[config.mk]
export PLATFORM = sky130hd
export DESIGN_NAME = mem_traffic_gen
export DESIGN_NICKNAME = d
export VERILOG_FILES = /design/src/rtl/mtg_pkg.sv /design/src/rtl/mtg_pattern_gen.sv /design/src/rtl/mtg_sat_counter.sv /design/src/rtl/mem_traffic_gen.sv
export SDC_FILE = /design/constraint.sdc
export NUM_CORES = 1
export LEC_CHECK = 0
export BUFFER_PORTS_ARGS = -buffer_cell sky130_fd_sc_hd__buf_2
export CAP_MARGIN = 20
export CORE_ASPECT_RATIO = 1.4
export CORE_MARGIN = 2
export CORE_UTILIZATION = 30
export DETAILED_ROUTE_END_ITERATION = 12
export PLACE_DENSITY_LB_ADDON = 0.05
export SYNTH_ARGS = -nofsm -noshare
export SYNTH_HDL_FRONTEND = slang
export SYNTH_SLANG_ARGS = --single-unit
[constraint.sdc]
create_clock -name clk -period 10.78 [get_ports clk]
set_clock_uncertainty 0.1 [all_clocks]
set_input_delay 0.539 -clock clk [delete_from_list [all_inputs] [get_ports clk]]
set_output_delay 0.539 -clock clk [all_outputs]
set_load 0.02 [all_outputs]
[src/rtl/mtg_pkg.sv]
`timescale 1ns/1ps
package mtg_pkg;

    localparam int DATA_W    = 36;
    localparam int LFSR_W    = 31;
    localparam int MIN_ADDRS = 8;

    localparam logic [LFSR_W-1:0] LFSR_SEED = 31'h2A5A1234;
    localparam logic [DATA_W-1:0] TBL_MASK  = 36'h5_96A3_C0F1;
    localparam logic [DATA_W-1:0] ARITH_K   = 36'h9_C3A5_0011;

    typedef enum logic [1:0] {
        MODE_WR_RD   = 2'd0,
        MODE_RD_ONLY = 2'd1,
        MODE_WR_ONLY = 2'd2,
        MODE_ALT     = 2'd3
    } mtg_mode_e;

    typedef enum logic [1:0] {
        SRC_LFSR  = 2'd0,
        SRC_TABLE = 2'd1,
        SRC_ARITH = 2'd2,
        SRC_ALT   = 2'd3
    } mtg_src_e;

    typedef enum logic [1:0] {
        ST_IDLE  = 2'd0,
        ST_WRITE = 2'd1,
        ST_READ  = 2'd2
    } mtg_state_e;

    function automatic logic [LFSR_W-1:0] lfsr_step(input logic [LFSR_W-1:0] s);
        return {s[LFSR_W-2:0], s[30] ^ s[27]};
    endfunction

    function automatic logic [DATA_W-1:0] lfsr_word(input logic [LFSR_W-1:0] s);
        return {s[4:0], s};
    endfunction

    function automatic logic [DATA_W-1:0] table_word(input logic [3:0] idx);
        return {9{idx}} ^ TBL_MASK;
    endfunction

    function automatic logic [DATA_W-1:0] arith_word(input logic [DATA_W-1:0] a);
        return a + ARITH_K;
    endfunction

    function automatic logic mode_has_writes(input mtg_mode_e m);
        return m != MODE_RD_ONLY;
    endfunction

    function automatic logic mode_has_reads(input mtg_mode_e m);
        return m != MODE_WR_ONLY;
    endfunction

endpackage

[src/rtl/mtg_pattern_gen.sv]
`timescale 1ns/1ps
module mtg_pattern_gen
    import mtg_pkg::*;
#(
    parameter int ADDR_W = 24
) (
    input  logic              clk,
    input  logic              rst,
    input  logic              restart,
    input  logic              advance,
    input  mtg_src_e          src,
    input  logic [ADDR_W-1:0] addr,
    output logic [DATA_W-1:0] word
);

    logic [LFSR_W-1:0] lfsr_q;

    always_ff @(posedge clk) begin
        if (rst || restart) begin
            lfsr_q <= LFSR_SEED;
        end else if (advance) begin
            lfsr_q <= lfsr_step(lfsr_q);
        end
    end

    always_comb begin
        case (src)
            SRC_TABLE: word = table_word(addr[3:0]);
            SRC_ARITH: word = arith_word(DATA_W'(addr));
            default:   word = lfsr_word(lfsr_q);
        endcase
    end

    // the sequence state is always a non-zero LFSR value
    a_r3_lfsr_nonzero: assert property (@(posedge clk) disable iff (rst)
        lfsr_q != '0);

endmodule

[src/rtl/mtg_sat_counter.sv]
`timescale 1ns/1ps
module mtg_sat_counter #(
    parameter int W = 32
) (
    input  logic         clk,
    input  logic         rst,
    input  logic         clr,
    input  logic         inc,
    input  logic [W-1:0] amount,
    output logic [W-1:0] count
);

    localparam logic [W-1:0] TOP = '1;

    always_ff @(posedge clk) begin
        if (rst || clr) begin
            count <= '0;
        end else if (inc) begin
            if (count > TOP - amount) begin
                count <= TOP;
            end else begin
                count <= count + amount;
            end
        end
    end

    // a counter never wraps downward unless cleared
    a_r12_no_wrap: assert property (@(posedge clk) disable iff (rst)
        !clr |=> count >= $past(count));

endmodule

[src/rtl/mem_traffic_gen.sv]
`timescale 1ns/1ps
module mem_traffic_gen
    import mtg_pkg::*;
#(
    parameter int ADDR_W = 24,
    parameter int ERR_W  = 32,
    parameter int BYTE_W = 32
) (
    input  logic                clk,
    input  logic                rst,
    input  logic                start_i,
    input  logic                stop_i,
    input  logic [1:0]          mode_i,
    input  logic [1:0]          pat_sel_i,
    input  logic [ADDR_W:0]     num_addr_i,
    input  logic                err_insert_i,
    input  logic                clear_i,
    output logic [ADDR_W-1:0]   mem_addr_o,
    output logic [DATA_W-1:0]   mem_wdata_o,
    output logic                mem_we_o,
    output logic                mem_rd_o,
    input  logic                mem_ready_i,
    input  logic [DATA_W-1:0]   mem_rdata_i,
    input  logic                mem_rvalid_i,
    output logic                busy_o,
    output logic [ERR_W-1:0]    err_detect_o,
    output logic [ERR_W-1:0]    err_insert_cnt_o,
    output logic [BYTE_W-1:0]   bytes_wr_o,
    output logic [BYTE_W-1:0]   bytes_rd_o
);

    localparam int CNT_W = ADDR_W + 1;
    localparam logic [CNT_W-1:0]  MIN_N      = CNT_W'(MIN_ADDRS);
    localparam logic [CNT_W-1:0]  MAX_N      = CNT_W'(1) << ADDR_W;
    localparam logic [BYTE_W-1:0] BEAT_BYTES = BYTE_W'(DATA_W / 8);
    localparam logic [ERR_W-1:0]  ONE_ERR    = ERR_W'(1);

    mtg_state_e       state_q, state_n;
    mtg_mode_e        mode_q;
    mtg_src_e         src_q;
    logic [CNT_W-1:0] num_q;
    logic [CNT_W-1:0] wr_cnt_q, rd_iss_q, rd_rcv_q;
    logic             inj_pend_q;

    logic             wr_restart, rd_restart;
    logic             start_ok, wr_fire, rd_fire, rv_beat;
    logic             wr_last, rd_last, inj_take, mismatch;
    logic [DATA_W-1:0] wr_word, rd_word;
    logic [CNT_W-1:0] num_clamped;

    // ---------------- handshake and pass bookkeeping ----------------
    assign start_ok = (state_q == ST_IDLE) && start_i;
    assign mem_we_o = (state_q == ST_WRITE);
    assign mem_rd_o = (state_q == ST_READ) && (rd_iss_q < num_q);
    assign wr_fire  = mem_we_o && mem_ready_i;
    assign rd_fire  = mem_rd_o && mem_ready_i;
    assign rv_beat  = (state_q == ST_READ) && mem_rvalid_i && (rd_rcv_q < num_q);
    assign wr_last  = wr_fire && (wr_cnt_q == num_q - 1'b1);
    assign rd_last  = rv_beat && (rd_rcv_q == num_q - 1'b1);
    assign busy_o   = (state_q != ST_IDLE);

    assign mem_addr_o = mem_we_o ? wr_cnt_q[ADDR_W-1:0] : rd_iss_q[ADDR_W-1:0];

    always_comb begin
        if (num_addr_i < MIN_N) begin
            num_clamped = MIN_N;
        end else if (num_addr_i > MAX_N) begin
            num_clamped = MAX_N;
        end else begin
            num_clamped = num_addr_i;
        end
    end

    always_comb begin
        state_n    = state_q;
        wr_restart = 1'b0;
        rd_restart = 1'b0;
        case (state_q)
            ST_IDLE: begin
                if (start_i) begin
                    if (mode_has_writes(mtg_mode_e'(mode_i))) begin
                        state_n    = ST_WRITE;
                        wr_restart = 1'b1;
                    end else begin
                        state_n    = ST_READ;
                        rd_restart = 1'b1;
                    end
                end
            end
            ST_WRITE: begin
                if (wr_last) begin
                    if (mode_has_reads(mode_q)) begin
                        state_n    = ST_READ;
                        rd_restart = 1'b1;
                    end else begin
                        wr_restart = 1'b1;
                    end
                end
            end
            ST_READ: begin
                if (rd_last) begin
                    if (mode_has_writes(mode_q)) begin
                        state_n    = ST_WRITE;
                        wr_restart = 1'b1;
                    end else begin
                        rd_restart = 1'b1;
                    end
                end
            end
            default: state_n = ST_IDLE;
        endcase
        if (stop_i && state_q != ST_IDLE) begin
            state_n    = ST_IDLE;
            wr_restart = 1'b0;
            rd_restart = 1'b0;
        end
    end

    // an insert request is taken only in a run with writes, not while one
    // is pending, and never while a write beat is stalled
    assign inj_take = err_insert_i && busy_o && !stop_i && mode_has_writes(mode_q)
                      && !inj_pend_q && !(mem_we_o && !mem_ready_i);

    always_ff @(posedge clk) begin
        if (rst) begin
            state_q    <= ST_IDLE;
            mode_q     <= MODE_WR_RD;
            src_q      <= SRC_LFSR;
            num_q      <= MIN_N;
            wr_cnt_q   <= '0;
            rd_iss_q   <= '0;
            rd_rcv_q   <= '0;
            inj_pend_q <= 1'b0;
        end else begin
            state_q <= state_n;
            if (start_ok) begin
                mode_q <= mtg_mode_e'(mode_i);
                src_q  <= mtg_src_e'(pat_sel_i);
                num_q  <= num_clamped;
            end
            if (wr_restart) begin
                wr_cnt_q <= '0;
            end else if (wr_fire) begin
                wr_cnt_q <= wr_cnt_q + 1'b1;
            end
            if (rd_restart) begin
                rd_iss_q <= '0;
                rd_rcv_q <= '0;
            end else begin
                if (rd_fire) rd_iss_q <= rd_iss_q + 1'b1;
                if (rv_beat) rd_rcv_q <= rd_rcv_q + 1'b1;
            end
            if (state_n == ST_IDLE) begin
                inj_pend_q <= 1'b0;
            end else if (inj_take) begin
                inj_pend_q <= 1'b1;
            end else if (wr_fire) begin
                inj_pend_q <= 1'b0;
            end
        end
    end

    // ---------------- data sources: one per side ----------------
    mtg_pattern_gen #(.ADDR_W(ADDR_W)) i_wr_src (
        .clk     (clk),
        .rst     (rst),
        .restart (wr_restart),
        .advance (wr_fire),
        .src     (src_q),
        .addr    (wr_cnt_q[ADDR_W-1:0]),
        .word    (wr_word)
    );

    mtg_pattern_gen #(.ADDR_W(ADDR_W)) i_rd_src (
        .clk     (clk),
        .rst     (rst),
        .restart (rd_restart),
        .advance (rv_beat),
        .src     (src_q),
        .addr    (rd_rcv_q[ADDR_W-1:0]),
        .word    (rd_word)
    );

    assign mem_wdata_o = wr_word ^ {{(DATA_W-1){1'b0}}, inj_pend_q};
    assign mismatch    = rv_beat && (mem_rdata_i != rd_word);

    // ---------------- counters ----------------
    mtg_sat_counter #(.W(ERR_W)) i_err_det (
        .clk (clk), .rst (rst), .clr (clear_i), .inc (mismatch),
        .amount (ONE_ERR), .count (err_detect_o)
    );

    mtg_sat_counter #(.W(ERR_W)) i_err_ins (
        .clk (clk), .rst (rst), .clr (clear_i), .inc (inj_take),
        .amount (ONE_ERR), .count (err_insert_cnt_o)
    );

    mtg_sat_counter #(.W(BYTE_W)) i_bytes_wr (
        .clk (clk), .rst (rst), .clr (start_ok), .inc (wr_fire),
        .amount (BEAT_BYTES), .count (bytes_wr_o)
    );

    mtg_sat_counter #(.W(BYTE_W)) i_bytes_rd (
        .clk (clk), .rst (rst), .clr (start_ok), .inc (rv_beat),
        .amount (BEAT_BYTES), .count (bytes_rd_o)
    );

    // ---------------- assertions ----------------
    // no port activity while idle
    a_r1_idle_quiet: assert property (@(posedge clk) disable iff (rst)
        !busy_o |-> (!mem_we_o && !mem_rd_o));

    // write and read strobes are exclusive
    a_r6_we_rd_exclusive: assert property (@(posedge clk) disable iff (rst)
        !(mem_we_o && mem_rd_o));

    // a stalled write holds address and data
    a_r7_write_hold: assert property (@(posedge clk) disable iff (rst)
        (mem_we_o && !mem_ready_i && !stop_i) |=>
        (mem_we_o && $stable(mem_addr_o) && $stable(mem_wdata_o)));

    // a stalled read request holds its address
    a_r7_read_hold: assert property (@(posedge clk) disable iff (rst)
        (mem_rd_o && !mem_ready_i && !stop_i && !mem_rvalid_i) |=>
        (mem_rd_o && $stable(mem_addr_o)));

    // the latched address count stays inside the legal range
    a_r2_count_range: assert property (@(posedge clk) disable iff (rst)
        busy_o |-> (num_q >= MIN_N && num_q <= MAX_N));

    // the insert count moves by at most one per cycle
    a_r9_insert_step: assert property (@(posedge clk) disable iff (rst)
        !clear_i |=> (err_insert_cnt_o == $past(err_insert_cnt_o)) ||
                     (err_insert_cnt_o == $past(err_insert_cnt_o) + ONE_ERR));

    // an idle insert request leaves the insert count unchanged
    a_r10_idle_insert_ignored: assert property (@(posedge clk) disable iff (rst)
        (!busy_o && err_insert_i && !clear_i) |=> $stable(err_insert_cnt_o));

    // clear zeroes both error counters
    a_r11_clear_zero: assert property (@(posedge clk) disable iff (rst)
        clear_i |=> (err_detect_o == '0 && err_insert_cnt_o == '0));

endmodule

# Word level (Yosys, flattened, before mapping)
# Index checks and enable logic that the tools add are counted.
[totals]
regBits = 297
latchBits = 0
ramBits = 0
romBits = 0
input_bits = 73
output_inout_bits = 191
word_cells = 113
memories = 0
[classes]
n_addsub = 10
mul = 0
div = 0
magnitude_cmp = 8
n_eq_ne = 10
shifts = 0
n_mux = 35
n_bitwise = 5
reduce_logical = 31
[op_table]
columns = ["op", "n"]
rows = [
  ["$pmux W36 S2", 2],
  ["$gt A32 B32 Y1 const B", 4],
  ["$mux W32", 4],
  ["$add A25 B1 Y25 const B", 3],
  ["$add A24 B36 Y36 const B", 2],
  ["$add A32 B1 Y32 const B", 2],
  ["$add A32 B3 Y32 const B", 2],
  ["$eq A25 B25 Y1", 2],
  ["$lt A25 B25 Y1", 2],
  ["$mux W25", 2],
  ["$ne A36 B36 Y1", 1],
  ["$xor A36 B1 Y36", 1],
  ["$not A17 Y17", 2],
  ["$gt A25 B25 Y1 const B", 1],
  ["$lt A25 B4 Y1 const B", 1],
  ["$sub A25 B1 Y25 const B", 1],
  ["$mux W24", 1],
  ["$logic_and A1 B1 Y1", 16],
  ["$mux W1", 16],
  ["$mux W2", 7],
  ["$pmux W1 S3", 2],
  ["$pmux W2 S3", 1],
  ["$reduce_or A2 Y1", 3],
  ["$eq A2 B1 Y1 const B", 2],
  ["8 further kinds", 19],
]

# Depth between registers and ports, before layout
# Gate-level depths: netlist of run 1.
[depth]
word_depth = 9
ltp_mapped = 17
mapped_depth_nobuf = 12

# Modules after synthesis
# From an unflattened synthesis of run 1, not the netlist that was laid out.
[hier_totals]
hier_cells = 3241
hier_area_um2 = 25225.4
[by_module_without_submodules]
columns = ["mod", "n_inst", "cells_per_inst", "area_each_um2", "seq_area_each_um2"]
rows = [
  ["mtg_sat_counter", 4, 388, 2991.6, 640.6],
  ["mem_traffic_gen", 1, 1081, 8694.6, 2142.1],
  ["mtg_pattern_gen", 2, 304, 2282.2, 620.6],
]

# Least setup slack after synthesis of run 1
# No wires, ideal clock.
[synth_path]
kind = "register to register"
startpoint = "reg num_q[0]"
endpoint = "reg wr_cnt_q[0]"
setup_ns = 0.115
arrival_ns = 3.487
required_time_ns = 10.565
slack_ns = 7.078
stages_incl_launch_ff = 16
path_buffers = 3
synth_period_minus_slack_ns = 3.702
cell_sequence = "dfxtp_1 -> inv_1 -> ha_1 -> or3b_2 -> clkbuf_1 -> nor4_2 -> a211oi_1 -> a2111o_1 -> or4_1 -> nor4_1 -> nand4_1 -> a31oi_1 -> or2_1 -> buf_2 -> buf_4 -> nor2_1"
[synth_via]
elab_chain_len = 7
word_cells_on_any_way = 12
cone_classes = "1 x add/sub; 1 x order compare; 2 x eq/ne; 4 x mux; 4 x reduce/logical"
[synth_rtl]
columns = ["element", "line_no", "source"]
rows = [
  ["start, declared", "mem_traffic_gen.sv:41", "logic [CNT_W-1:0] num_q;"],
  ["start signal, assigned", "mem_traffic_gen.sv:139", "num_q <= num_clamped;"],
  ["$sub A25 B1 Y25 / $lt A25 B25 Y1 (equally long branches)", "mem_traffic_gen.sv:58, mem_traffic_gen.sv:59, mem_traffic_gen.sv:57", ""],
  ["$eq A25 B25 Y1 (tied with other cells)", "mem_traffic_gen.sv:59", "assign rd_last = rv_beat && (rd_rcv_q == num_q - 1'b1);"],
  ["$logic_and A1 B1 Y1, on equally long branches", "mem_traffic_gen.sv:59, mem_traffic_gen.sv:58", ""],
  ["$mux W1, on equally long branches", "mem_traffic_gen.sv:101, mem_traffic_gen.sv:91", ""],
  ["$pmux W1 S3 (*)", "mem_traffic_gen.sv:78", "case (state_q)"],
  ["$mux W1 (*)", "mem_traffic_gen.sv:112", "if (stop_i && state_q != ST_IDLE) begin"],
  ["$reduce_or A2 Y1 (no line) (*)", "--", ""],
  ["end signal, assigned", "mem_traffic_gen.sv:144", "wr_cnt_q <= wr_cnt_q + 1'b1;"],
  ["end, declared", "mem_traffic_gen.sv:42", "logic [CNT_W-1:0] wr_cnt_q, rd_iss_q, rd_rcv_q;"],
]
# Mark *: on every way between the ends. The rest lies on a longest branch, timed or not.
# A chain may end at the register's enable or synchronous reset.

# Final worst setup path of run 1
[layout_path]
startpoint = "reg src_q[0]"
endpoint = "reg i_err_det.count[17]"
[layout_via]
elab_chain_len = 4
word_cells_on_any_way = 5
cone_classes = "3 x eq/ne; 1 x mux; 1 x reduce/logical"
[layout_rtl]
columns = ["element", "line_no", "source"]
rows = [
  ["start, declared", "mem_traffic_gen.sv:40", "mtg_src_e src_q;"],
  ["start signal, assigned", "mem_traffic_gen.sv:138", "src_q <= mtg_src_e'(pat_sel_i);"],
  ["$eq A2 B2 Y1 / $eq A2 B1 Y1 (equally long branches)", "mtg_pattern_gen.sv:27", "case (src)"],
  ["$pmux W36 S2 (*)", "mtg_pattern_gen.sv:27", ""],
  ["$ne A36 B36 Y1 (*)", "mem_traffic_gen.sv:185", "assign mismatch = rv_beat && (mem_rdata_i != rd_word);"],
  ["$logic_and A1 B1 Y1 (*)", "mem_traffic_gen.sv:185", ""],
  ["end signal, assigned", "mtg_sat_counter.sv:22", "count <= count + amount;"],
  ["end, declared", "mtg_sat_counter.sv:10", "output logic [W-1:0] count"],
]
# Marked as above.

==> summary.md, run 1 <==
| Metric | Value |
|---|---|
| Outcome | completed |
| Vias in the first global route | 18067 |
| Clock Latency Late Sink | 0.57 ns |
| Total Wirelength | 76800 um |
| Final hold viol count | 0 |
| First DRT Iteration DRCs | 1054 |
| Hold path cells | 3 |
| Max Cap Viol | 0 |
| Core area | 0.0618 sq mm |
| Die Area | 0.0642 sq mm |
| Delay-heaviest family, CP | simple AND/OR/NAND/NOR gates |
| Mapped Area | 0.0187 sq mm |
| Worst EP arrival | 6.29 ns |
| Hold Startpoint | num_addr_i[21] |
| Worst slew pin tran | 1.08 ns |
| Yosys warning count | 0 |
| Pre-CTS setup slack | 4.82 ns |
| Most common cell after layout, fill and taps aside | dfxtp_1 |
| Wire per inst | 22.6 um |
| Final setup margin | 4.86 ns |
| Synth unique cells | 83 |
| Post-synth top area cell | dfxtp_1 |
| Slew headroom | 27.5% |
| Slowest cell on the critical path | a221oi_1 |
| Num rows | 108 |
| Vias per inst | 5.34 |
| Die X | 215 um |
| First-pass DRT Iterations | 5 |
| TNS Setup | 0 ns |
| CTS tree | yes |
| WP data required | 11.16 ns |
| Most used cell, CP | buf_4 |
| RSZ-0062 raised after global routing | no |
| Seq/Total Area, Yosys | 31.7% |
| Area delta synth->final | 16.6% |
| CP max stage delay | 0.86 ns |
| Layout cells sized above 1 | 15.8% |
| Most frequent cells in the layout | 295 x dfxtp_1, 263 x nand2_1, 263 x buf_2 |
| Post-CTS Resized | 0 |
| VDD IR-drop max | 0.000125 V |
| RR Startpoint | src_q[0] |
| Crit-path cells | inv_1, ha_4, buf_4, nor2b_1, a221oi_1, xnor2_1, or3b_2, nor4_1, nand4b_1, o21ai_2, buf_4, nor2_1, a311oi_1 |
| Final Core Density | 35.2% |
| Root Driver | clkbuf_16 |
| Footprint of the flip-flops and latches | 0.00591 sq mm |
| I/O pins | 264 |
| Largest cells by area after synthesis | dfxtp_1 32%, xor2_1 6.0%, xnor2_1 5.9%, nand2_1 5.3%, a21oi_1 5.1% |
| Clock buffer depth | 3 |
| Total GRT Usage | 23.2% |
| EDFF count, synth | 0 |
| Register bit total from synthesis | 295 |
| Multi-input logic area | 0.0118 sq mm |
| Synthesized area per cell | 7.80 sq um |
| Buf+Inv Stages, Crit Path | 3 |
| Crit share post-route | 54.9% |
| Leakage dissipation | 8.34 nW |
| Worst min path class | input pin to register |
| Setup crit start | src_q[0] |
| Final setup viols | 0 |
| I/O Buffers | 263 |
| Maximum number of pins on one net before global-route repair | 73 |
| Nature of the critical path startpoint | register |
| Worst Path Max Fanout | 52 |
| First-pass GRT wire length | 115000 um |
| Placed Cells incl. Taps | 3332 |
| Setup crit end kind | register |
| Synth Flop Type | dfxtp_1 |
| Max frequency | 169 MHz |
| CP Class | register to register |
| Final #Nets | 2684 |
| Cells after Synth | 2391 |
| Die Ht | 299 um |
| Overflow left after global routing | 0 |
| Residual DRC | 0 |
| Syn_nets | 2527 |
| Filler Cell Count | 6661 |
| Cells on worst reg2reg path | 13 |
| Final Non-Filler Cells | 3402 |
| Worst flop-to-flop path endpoint | i_err_det.count[17] |
| Worst Hold End | num_q[21] |
| Area share of the largest cell type after synthesis | 31.7% |
| Final worst path period need | 5.92 ns |
| Detail Placement HPWL | 59000 um |
| Clock-pin slew on the worst setup and hold paths | 0.06 ns |
| H-tree depth | 2 |
| Asr flop ratio synth | 0% |
| R2r setup slk | 4.86 ns |
| Clock sink total | 295 |
| Initial antenna violation count | 11 |
| Num CTS Buffers | 37 |
| Setup Buffers After CTS | 0 |
| Vias | 18172 |
| Final Slew Violations | 0 |
| Initial core utilization | 30.2% |
| RePlAce Congestion | 0.906 |
| Hold buffer count at CTS | 0 |
| Number of routed nets with antenna violations | 0 |
| Pwr Density | 130 mW/mm^2 |
## worst max-delay path by stage
stage / endpoint / slack [ns] / cells after the start
5_1_grt: i_err_det.count[17] / 4.60 / 13
3_3_place_gp: i_err_det.count[11] / 4.82 / 13
4_1_cts: i_err_det.count[17] / 4.80 / 13
2_1_floorplan: wr_cnt_q[0] / 7.08 / 15
6_report: i_err_det.count[17] / 4.86 / 13
3_5_place_dp: i_err_det.count[11] / 4.82 / 13
## synth_stat cells (all sizes together) (8+ instances only)
library cell  number
mux2              24
and2              26
nand2b            28
or3               11
dfxtp            295
nand3             87
nand3b            15
nor3              53
o211ai            11
or4               14
and3              40
nor3b              9
nand4             71
ha                63
nor2             231
mux2i             27
nand2            263
a21oi            191
o21ai             95
o221a              9
a211o             15
and4              21
a21o              15
xnor2            125
a211oi            15
o21a               8
buf               38
nor4              35
inv               73
xor2             127
a221oi            13
nor2b             21
o31ai             13
o31a              12
or2               10
o22ai             11
a31oi             36
clkbuf           133
a41oi              9
## state kept, by name, indices dropped and copies added, names as in the netlist
register,flops
inj_pend_q,1
mode_q,2
i_bytes_rd.count,31
num_q,25
i_wr_src.lfsr_q,31
src_q,2
rd_iss_q,25
i_rd_src.lfsr_q,31
state_q,2
rd_rcv_q,25
wr_cnt_q,25
i_err_ins.count,32
i_bytes_wr.count,31
i_err_det.count,32
## power breakdown
part           total, mW  internal (mW)  switching [mW]
sequential          1.13           1.11          0.0212
combinational      0.432          0.141           0.291
clock               1.26          0.730           0.533
total               2.82           1.98           0.846
## cells by family after synthesis
family	Yosys count	share of synthesized area, %
adders and majority gates	64	4.28
and+or+nand+nor	955	25.6
muxes	51	2.90
buffers and inverters	244	5.31
xor gates and xnor gates	254	12.1
DFF	295	31.7
AOI/OAI and AO/OA	528	18.2
## worst register-to-register path, cell delays in order (launching register included)
cell	delay (ns)
dfxtp_1	0.36
inv_1	0.09
ha_4	0.58
buf_4	0.55
nor2b_1	0.39
a221oi_1	0.86
xnor2_1	0.20
or3b_2	0.50
nor4_1	0.51
nand4b_1	0.40
o21ai_2	0.23
buf_4	0.35
nor2_1	0.36
a311oi_1	0.35
## routing by layer
layer	wire length [um]	global-route usage [%]
met1	29500	25.4
met2	40000	43.3
met3	3240	3.85
met4	3980	11.3
met5	65	0
## stage by stage
stage               hold slack (ns)  power (mW)  instance area (sq um)
finish                       0.0932        2.82                  21800
detailed placement            0.345        1.58                  20500
floorplan                     0.331        1.42                  18700
global route                 0.0904        2.94                  21700
CTS                          0.0647        2.87                  21700
global placement              0.339        1.58                  20500
## layout make-up
class	instances	area share, %
tap	825	4.75
clock inverter	10	0.466
timing repair buffer	289	7.06
multi-input combinational	1852	54.3
inverter	73	1.26
clock buffer	55	5.03
antenna	3	0.0345
sequential	295	27.2
(Power assumes the default switching activity.)
==> inputs of run 2 (changes only) <==
--- a/config.mk
+++ b/config.mk
@@ -5,6 +5,7 @@
 export SDC_FILE = /design/constraint.sdc
 export NUM_CORES = 1
 export LEC_CHECK = 0
+export ABC_AREA = 1
 export BUFFER_PORTS_ARGS = -buffer_cell sky130_fd_sc_hd__buf_2
 export CAP_MARGIN = 20
 export CORE_ASPECT_RATIO = 1.4
==> constraint.sdc (replaced) <==
create_clock -name clk -period 5.36 [get_ports clk]
set_clock_uncertainty 0.1 [all_clocks]
set_input_delay 0.268 -clock clk [delete_from_list [all_inputs] [get_ports clk]]
set_output_delay 0.268 -clock clk [all_outputs]
set_load 0.02 [all_outputs]
==> run 2 against run 1 <==
Effect of this change: count of clock-buffer cells in the layout is 7 lower; clock power rose by 110%; via count is 23% higher; critical path depth increased by 1; sequential cell count unchanged; synthesized area up 11%; utilization grew 0.51 points; register-to-register slack lost 3.8 ns; wire length rose by 12%; sequential share of layout area is 2.9 points lower; first-iteration DRC count is 31% higher; non-clock buffer count up 23.
==> summary.md, run 2 <==
| Metric | Value |
|---|---|
| EDFF count, synth | 0 (unchanged) |
| Total GRT Usage | 24.0% (+0.73 points) |
| Die X | 226 um (+5.1%) |
| Die Ht | 314 um (+5.1%) |
| Pwr Density | 250 mW/mm^2 (+92%) |
| Overflow left after global routing | 0 (unchanged) |
| Total Wirelength | 86100 um (+12%) |
| First-pass DRT Iterations | 7 (+2) |
| Layout cells sized above 1 | 13.0% (-2.8 points) |
| Multi-input logic area | 0.0125 sq mm (+6.3%) |
| Outcome | completed |
| Yosys warning count | 0 (unchanged) |
| Clock Latency Late Sink | 0.58 ns (about the same) |
| Worst EP arrival | 4.07 ns (-2.22 ns) |
| Max Cap Viol | 0 (unchanged) |
| RSZ-0062 raised after global routing | no |
| Area share of the largest cell type after synthesis | 28.6% (-3.0 points) |
| Buf+Inv Stages, Crit Path | 1 (-2) |
| Clock-pin slew on the worst setup and hold paths | 0.06 ns (about the same) |
| Residual DRC | 0 (unchanged) |
| Clock sink total | 295 (unchanged) |
| Post-synth top area cell | dfxtp_1 |
| Largest cells by area after synthesis | dfxtp_1 29%, nand2_1 15%, inv_1 7.7%, nand3_1 7.4%, nor2_1 6.8% |
| Vias | 22312 (+23%) |
| Final worst path period need | 4.44 ns |
| Setup crit end kind | output port |
| Final Slew Violations | 0 (unchanged) |
| Seq/Total Area, Yosys | 28.6% (-3.0 points) |
| Synthesized area per cell | 6.25 sq um (-20%) |
| Leakage dissipation | 10.4 nW (+25%) |
| Initial core utilization | 30.3% (+0.14 points) |
| Slowest cell on the critical path | nor4_1 |
| Maximum number of pins on one net before global-route repair | 61 (-16%) |
| Final Non-Filler Cells | 4491 (+32%) |
| Final setup viols | 0 (unchanged) |
| I/O pins | 264 (unchanged) |
| RePlAce Congestion | 0.954 (+5.3%) |
| Die Area | 0.0709 sq mm (+10%) |
| Filler Cell Count | 7521 (+13%) |
| WP data required | 4.99 ns (-6.17 ns) |
| First-pass GRT wire length | 131000 um (+14%) |
| Most used cell, CP | nand2_1 |
| Nature of the critical path startpoint | register |
| Worst slew pin tran | 0.957 ns (-0.127 ns) |
| Max frequency | 225 MHz |
| Crit share post-route | 82.8% |
| Most common cell after layout, fill and taps aside | nand2_1 |
| Vias per inst | 4.97 (-7.0%) |
| Hold buffer count at CTS | 30 (+30) |
| Num rows | 113 (+4.6%) |
| Detail Placement HPWL | 68100 um (+16%) |
| CP max stage delay | 0.66 ns (-0.20 ns) |
| Register bit total from synthesis | 295 (unchanged) |
| Final hold viol count | 0 (unchanged) |
| Initial antenna violation count | 11 (unchanged) |
| Placed Cells incl. Taps | 4392 (+32%) |
| CTS tree | yes |
| Wire per inst | 19.2 um (-15%) |
| Asr flop ratio synth | 0% (unchanged) |
| CP Class | register to output port |
| Worst min path class | input pin to register |
| Root Driver | clkbuf_16 |
| Worst Path Max Fanout | 6 (-88%) |
| Setup Buffers After CTS | 0 (unchanged) |
| Vias in the first global route | 21902 (+21%) |
| Num CTS Buffers | 37 (unchanged) |
| VDD IR-drop max | 0.000224 V (+79%) |
| Final #Nets | 3678 (+37%) |
| Commonest cells post-synth | 816 x nand2_1, 424 x inv_1, 374 x nor2_1, 307 x nand3_1, 295 x dfxtp_1 |
| Mapped Area | 0.0206 sq mm (+11%) |
| Area delta synth->final | 17.7% |
| Delay-heaviest family, CP | simple AND/OR/NAND/NOR gates |
| Syn_nets | 3439 (+36%) |
| Clock buffer depth | 3 (unchanged) |
| Most frequent cells in the layout | 815 x nand2_1, 424 x inv_1, 373 x nor2_1 |
| H-tree depth | 2 (unchanged) |
| Synth unique cells | 60 (-28%) |
| Slew headroom | 36.0% (+8.5 points) |
| WHS | 0.0615 ns (-0.0317 ns) |
| Core area | 0.0680 sq mm (+10%) |
| First DRT Iteration DRCs | 1378 (+31%) |
| Cells after Synth | 3303 (+38%) |
| Crit-path cells | ha_1, nand3_1, nand2_1, nand2_1, nor2_1, nand2_1, nor2_1, nand2_1, nor4_1, o21ai_0, nor2_1, o21ai_0, o21ai_0, buf_2 |
| I/O Buffers | 263 (unchanged) |
| Largest registers | i_err_det.count: 32 flops, i_err_ins.count: 32 flops |
| Footprint of the flip-flops and latches | 0.00591 sq mm (unchanged) |
| Post-CTS Resized | 0 (unchanged) |
| Synth Flop Type | dfxtp_1 |
| Number of routed nets with antenna violations | 0 (unchanged) |
| TNS Setup | 0 ns (unchanged) |
| Top-count cell post-synth | nand2_1 |
==> run 2: path summary, 6_finish.rpt <==
check | startpoint | to | slack, ns | cells past startpoint
hold / removal | start_i | mode_q[1] | 0.06 | 3
hold reg to reg | mode_q[1] | mode_q[1] | 0.38 | 2
setup / recovery | wr_cnt_q[0] | mem_wdata_o[26] | 0.92 | 14
setup reg to reg | num_q[0] | i_rd_src.lfsr_q[15] | 1.07 | 17
==> run 2: cell families (layout without fill, tap and decap cells) <==
logic type	count (synthesis)	after routing	synth area share [%]
flip-flops	295	295	28.6
buffers and inverters	557	823	10.7
AO/OA/AOI/OAI	424	424	11.3
AND/OR/NAND/NOR	1821	1821	39.2
XOR/XNOR	143	143	6.45
adder cells (fa/ha/maj)	63	63	3.82
other	0	2	0
==> run 2: power by group <==
part,total (mW),internal [mW],leakage (nW),switching (mW)
Combinational,1.14,0.334,7.39,0.805
Sequential,2.27,2.23,2.38,0.0384
Clock,2.66,1.55,0.633,1.11
==> run 2: area by class of cell <==
type                    instances  area share [%]
clock inverters                18           0.819
repair buffers                312            7.28
flip-flops and latches        295            24.3
well taps                     920            4.74
diodes                          2          0.0206
inverters                     445            6.87
clock buffers                  48            4.36
multi-input cells            2451            51.6
==> run 2: per-layer routing <==
layer | vias up | wire length, um | global-route usage (%)
met5 | - | 128 | 0
met4 | 20 | 2610 | 7.47
met3 | 139 | 4390 | 4.01
met2 | 563 | 44000 | 44.4
met1 | 10378 | 35000 | 27.8
li1 | 11212 | - | -
==> run 2: worst register-to-register path, cell delays in order, from the launching register on <==
cell and delay [ns]:
dfxtp_1 0.37, inv_2 0.18, ha_1 0.53, nand2_2 0.24
inv_2 0.13, nand4_1 0.12, nand2_1 0.17, xor2_1 0.22
nand3_1 0.10, nor2_1 0.10, nand3_1 0.11, nor2_1 0.25
nand3_1 0.15, nand3_2 0.09, nand2_2 0.23, nand2_2 0.67
buf_12 0.32, nor2_1 0.10
==> run 2: stage by stage <==
stage                     power (mW)  area, sq um  setup WS, ns  utilization, %
final                           6.07        24300         0.920            35.7
after global routing            6.35        24300         0.566            35.7
after CTS                       6.16        24300         0.844            35.7
after detailed placement        3.44        22700          1.05            33.4
after global placement          3.44        22700          1.12            33.4
after floorplan                 3.05        20600          2.49               -
==> inputs of run 3 (changes only) <==
==> constraint.sdc (replaced) <==
create_clock -name clk -period 4.19 [get_ports clk]
set_clock_uncertainty 0.1 [all_clocks]
set_input_delay 0.2095 -clock clk [delete_from_list [all_inputs] [get_ports clk]]
set_output_delay 0.2095 -clock clk [all_outputs]
set_load 0.02 [all_outputs]
==> run 3 against run 2 <==
Effect of this change: sequential cell count unchanged; sequential share of layout area down 0.25 points; combinational power up 30%; clock power up 30%; worst setup slack worse by 0.55 ns; die area unchanged; utilization up 0.38 points; critical path depth up 2; final area up 1.1%; count of clock-buffer cells in the layout up 8; wire length down 0.39%; non-clock buffer count up 28; critical path type unchanged; critical endpoint is now mem_wdata_o[22]; highest routed layer unchanged.
==> summary.md, run 3 (synthesis gave the netlist of run 2 again) <==
| Metric | Value |
|---|---|
| Vias | 22420 (+0.48%) |
| Overflow left after global routing | 0 (unchanged) |
| Most used cell, CP | nand2_1 |
| Vias per inst | 4.96 (-0.16%) |
| Number of routed nets with antenna violations | 0 (unchanged) |
| Clock sink total | 295 (unchanged) |
| Initial antenna violation count | 12 (+1) |
| WP data required | 3.88 ns (-1.11 ns) |
| Residual DRC | 0 (unchanged) |
| RR Startpoint | num_q[4] |
| RePlAce Congestion | 0.984 (+3.2%) |
| Final setup viols | 0 (unchanged) |
| Num CTS Buffers | 38 (+2.7%) |
| Detail Placement HPWL | 67900 um (-0.40%) |
| Hold path cells | 5 (+2) |
| Maximum number of pins on one net before global-route repair | 67 (+9.8%) |
| First-pass GRT wire length | 130000 um (-0.51%) |
| Vias in the first global route | 21814 (-0.40%) |
| Final instance area | 0.0246 sq mm (+1.1%) |
| Final #Nets | 3707 (+0.79%) |
| Wire per inst | 19.0 um (-1.0%) |
| Layout cells sized above 1 | 13.4% (+0.42 points) |
| Die Area | 0.0709 sq mm (unchanged) |
| Setup Buffers After CTS | 0 (unchanged) |
| Clock buffer depth | 3 (unchanged) |
| First-pass DRT Iterations | 7 (unchanged) |
| Hold Startpoint | stop_i |
| Most common cell after layout, fill and taps aside | nand2_1 |
| TNS Setup | 0 ns (unchanged) |
| H-tree depth | 2 (unchanged) |
| Most frequent cells in the layout | 815 x nand2_1, 424 x inv_1, 373 x nor2_1 |
| Worst min path class | input pin to register |
| Placed instance area | 0.0229 sq mm (+0.81%) |
| Setup crit end kind | output port |
| Max Cap Viol | 0 (unchanged) |
| Final hold viol count | 0 (unchanged) |
| I/O Buffers | 263 (unchanged) |
| Outcome | completed |
| Worst slew pin tran | 0.858 ns (-0.0989 ns) |
| Clock Latency Late Sink | 0.58 ns (about the same) |
| Overall power | 7.84 mW (+29%) |
| Largest registers | i_err_det.count: 32 flops, i_err_ins.count: 32 flops |
| Final worst path period need | 3.82 ns |
| Slew headroom | 42.4% (+6.5 points) |
| Area delta synth->final | 19.0% |
| WHS | 0.0543 ns (-0.00716 ns) |
| R2r setup slk | 0.45 ns (-0.62 ns) |
| CP Class | register to output port |
| Root Driver | clkbuf_16 |
| RSZ-0062 raised after global routing | no |
| Nature of the critical path startpoint | register |
| Total GRT Usage | 23.8% (-0.18 points) |
| Multi-input logic area | 0.0125 sq mm (about the same) |
| Cells on worst reg2reg path | 15 (-2) |
| Die X | 226 um (unchanged) |
| Crit-path cells | ha_1, nand3_1, nand2_1, nand2_1, nor2_1, nand2_1, nor2_1, nand2_1, nor4_2, o21ai_0, nor2_1, nor2_1, nand2_1, nand3_1, a22oi_1, buf_2 |
| Leakage dissipation | 10.5 nW (+1.3%) |
| I/O pins | 264 (unchanged) |
| Worst EP arrival | 3.51 ns (-0.56 ns) |
| Crit share post-route | 91.2% |
| Worst flop-to-flop path endpoint | i_bytes_rd.count[22] |
| Final Slew Violations | 0 (unchanged) |
| Worst Hold End | i_err_ins.count[29] |
| Clock-pin slew on the worst setup and hold paths | 0.06 ns (about the same) |
| Slowest cell on the critical path | dfxtp_1 |
| Filler Cell Count | 7567 (+0.61%) |
| Initial core utilization | 30.3% (unchanged) |
| Pwr Density | 319 mW/mm^2 (+28%) |
| Max frequency | 262 MHz |
| Footprint of the flip-flops and latches | 0.00591 sq mm (about the same) |
| Total Wirelength | 85800 um (-0.39%) |
| Num rows | 113 (unchanged) |
| CP max stage delay | 0.52 ns (-0.14 ns) |
| Worst Path Max Fanout | 6 (unchanged) |
| CTS tree | yes |
| Core area | 0.0680 sq mm (unchanged) |
| First DRT Iteration DRCs | 1460 (+6.0%) |
| Die Ht | 314 um (unchanged) |
| VDD IR-drop max | 0.000242 V (+8.0%) |
## run 3: metrics by stage
stage          instances  utilization, %  setup WS [ns]
3_3_place_gp        4415            33.7          0.532
3_5_place_dp        4415            33.7          0.516
5_1_grt             4519            36.1        0.00281
4_1_cts             4517            36.1         0.0416
6_report            4520            36.1          0.367
2_1_floorplan       3303               -           1.37
## run 3: critical path, delay by kind of cell (launching register included)
family                     cells  cell delay (ns)
adders and majority gates      1             0.27
AOI/OAI and AO/OA              2             0.34
buffers and inverters          1             0.19
DFF                            1             0.52
and+or+nand+nor               12             1.63
## run 3: area by class of cell
type / count / area share (%)
clock inverters: 11 / 0.657
flip-flops and latches: 295 / 24.1
multi-input cells: 2451 / 51.1
inverters: 445 / 6.80
repair buffers: 340 / 8.16
clock buffers: 56 / 4.52
diodes: 2 / 0.0204
well taps: 920 / 4.69
## run 3: routing by layer
layer  up-vias  track usage, %  wire [um]
li1      11262               -          -
met1     10436            28.3      35800
met2       554            43.2      43100
met3       146            3.81       3960
met4        22            7.75       2770
met5         -               0        149
## run 3: report_power, final
group | total, mW | internal, mW | leakage (nW) | switching (mW)
logic | 1.48 | 0.445 | 7.53 | 1.04
clock network | 3.46 | 2.08 | 0.624 | 1.38
registers | 2.90 | 2.85 | 2.38 | 0.0488
total | 7.84 | 5.37 | 10.5 | 2.47
## run 3: worst max path at each step
| stage | startpoint | end | slack (ns) |
|---|---|---|---|
| 6_report | wr_cnt_q[1] | mem_wdata_o[22] | 0.37 |
| 5_1_grt | wr_cnt_q[1] | mem_wdata_o[22] | 0.003 |
| 4_1_cts | wr_cnt_q[0] | mem_wdata_o[22] | 0.04 |
| 3_5_place_dp | num_q[4] | i_bytes_rd.count[22] | 0.52 |
| 3_3_place_gp | num_q[4] | i_bytes_rd.count[22] | 0.53 |
| 2_1_floorplan | wr_cnt_q[0] | mem_wdata_o[26] | 1.37 |
## run 3: timing repair
item / CTS / global route
resized for setup: 0 / 2
hold buffers: 35 / 0
endpoints found under the setup margin: 0 / 6
endpoints found under the hold margin: 45 / 0
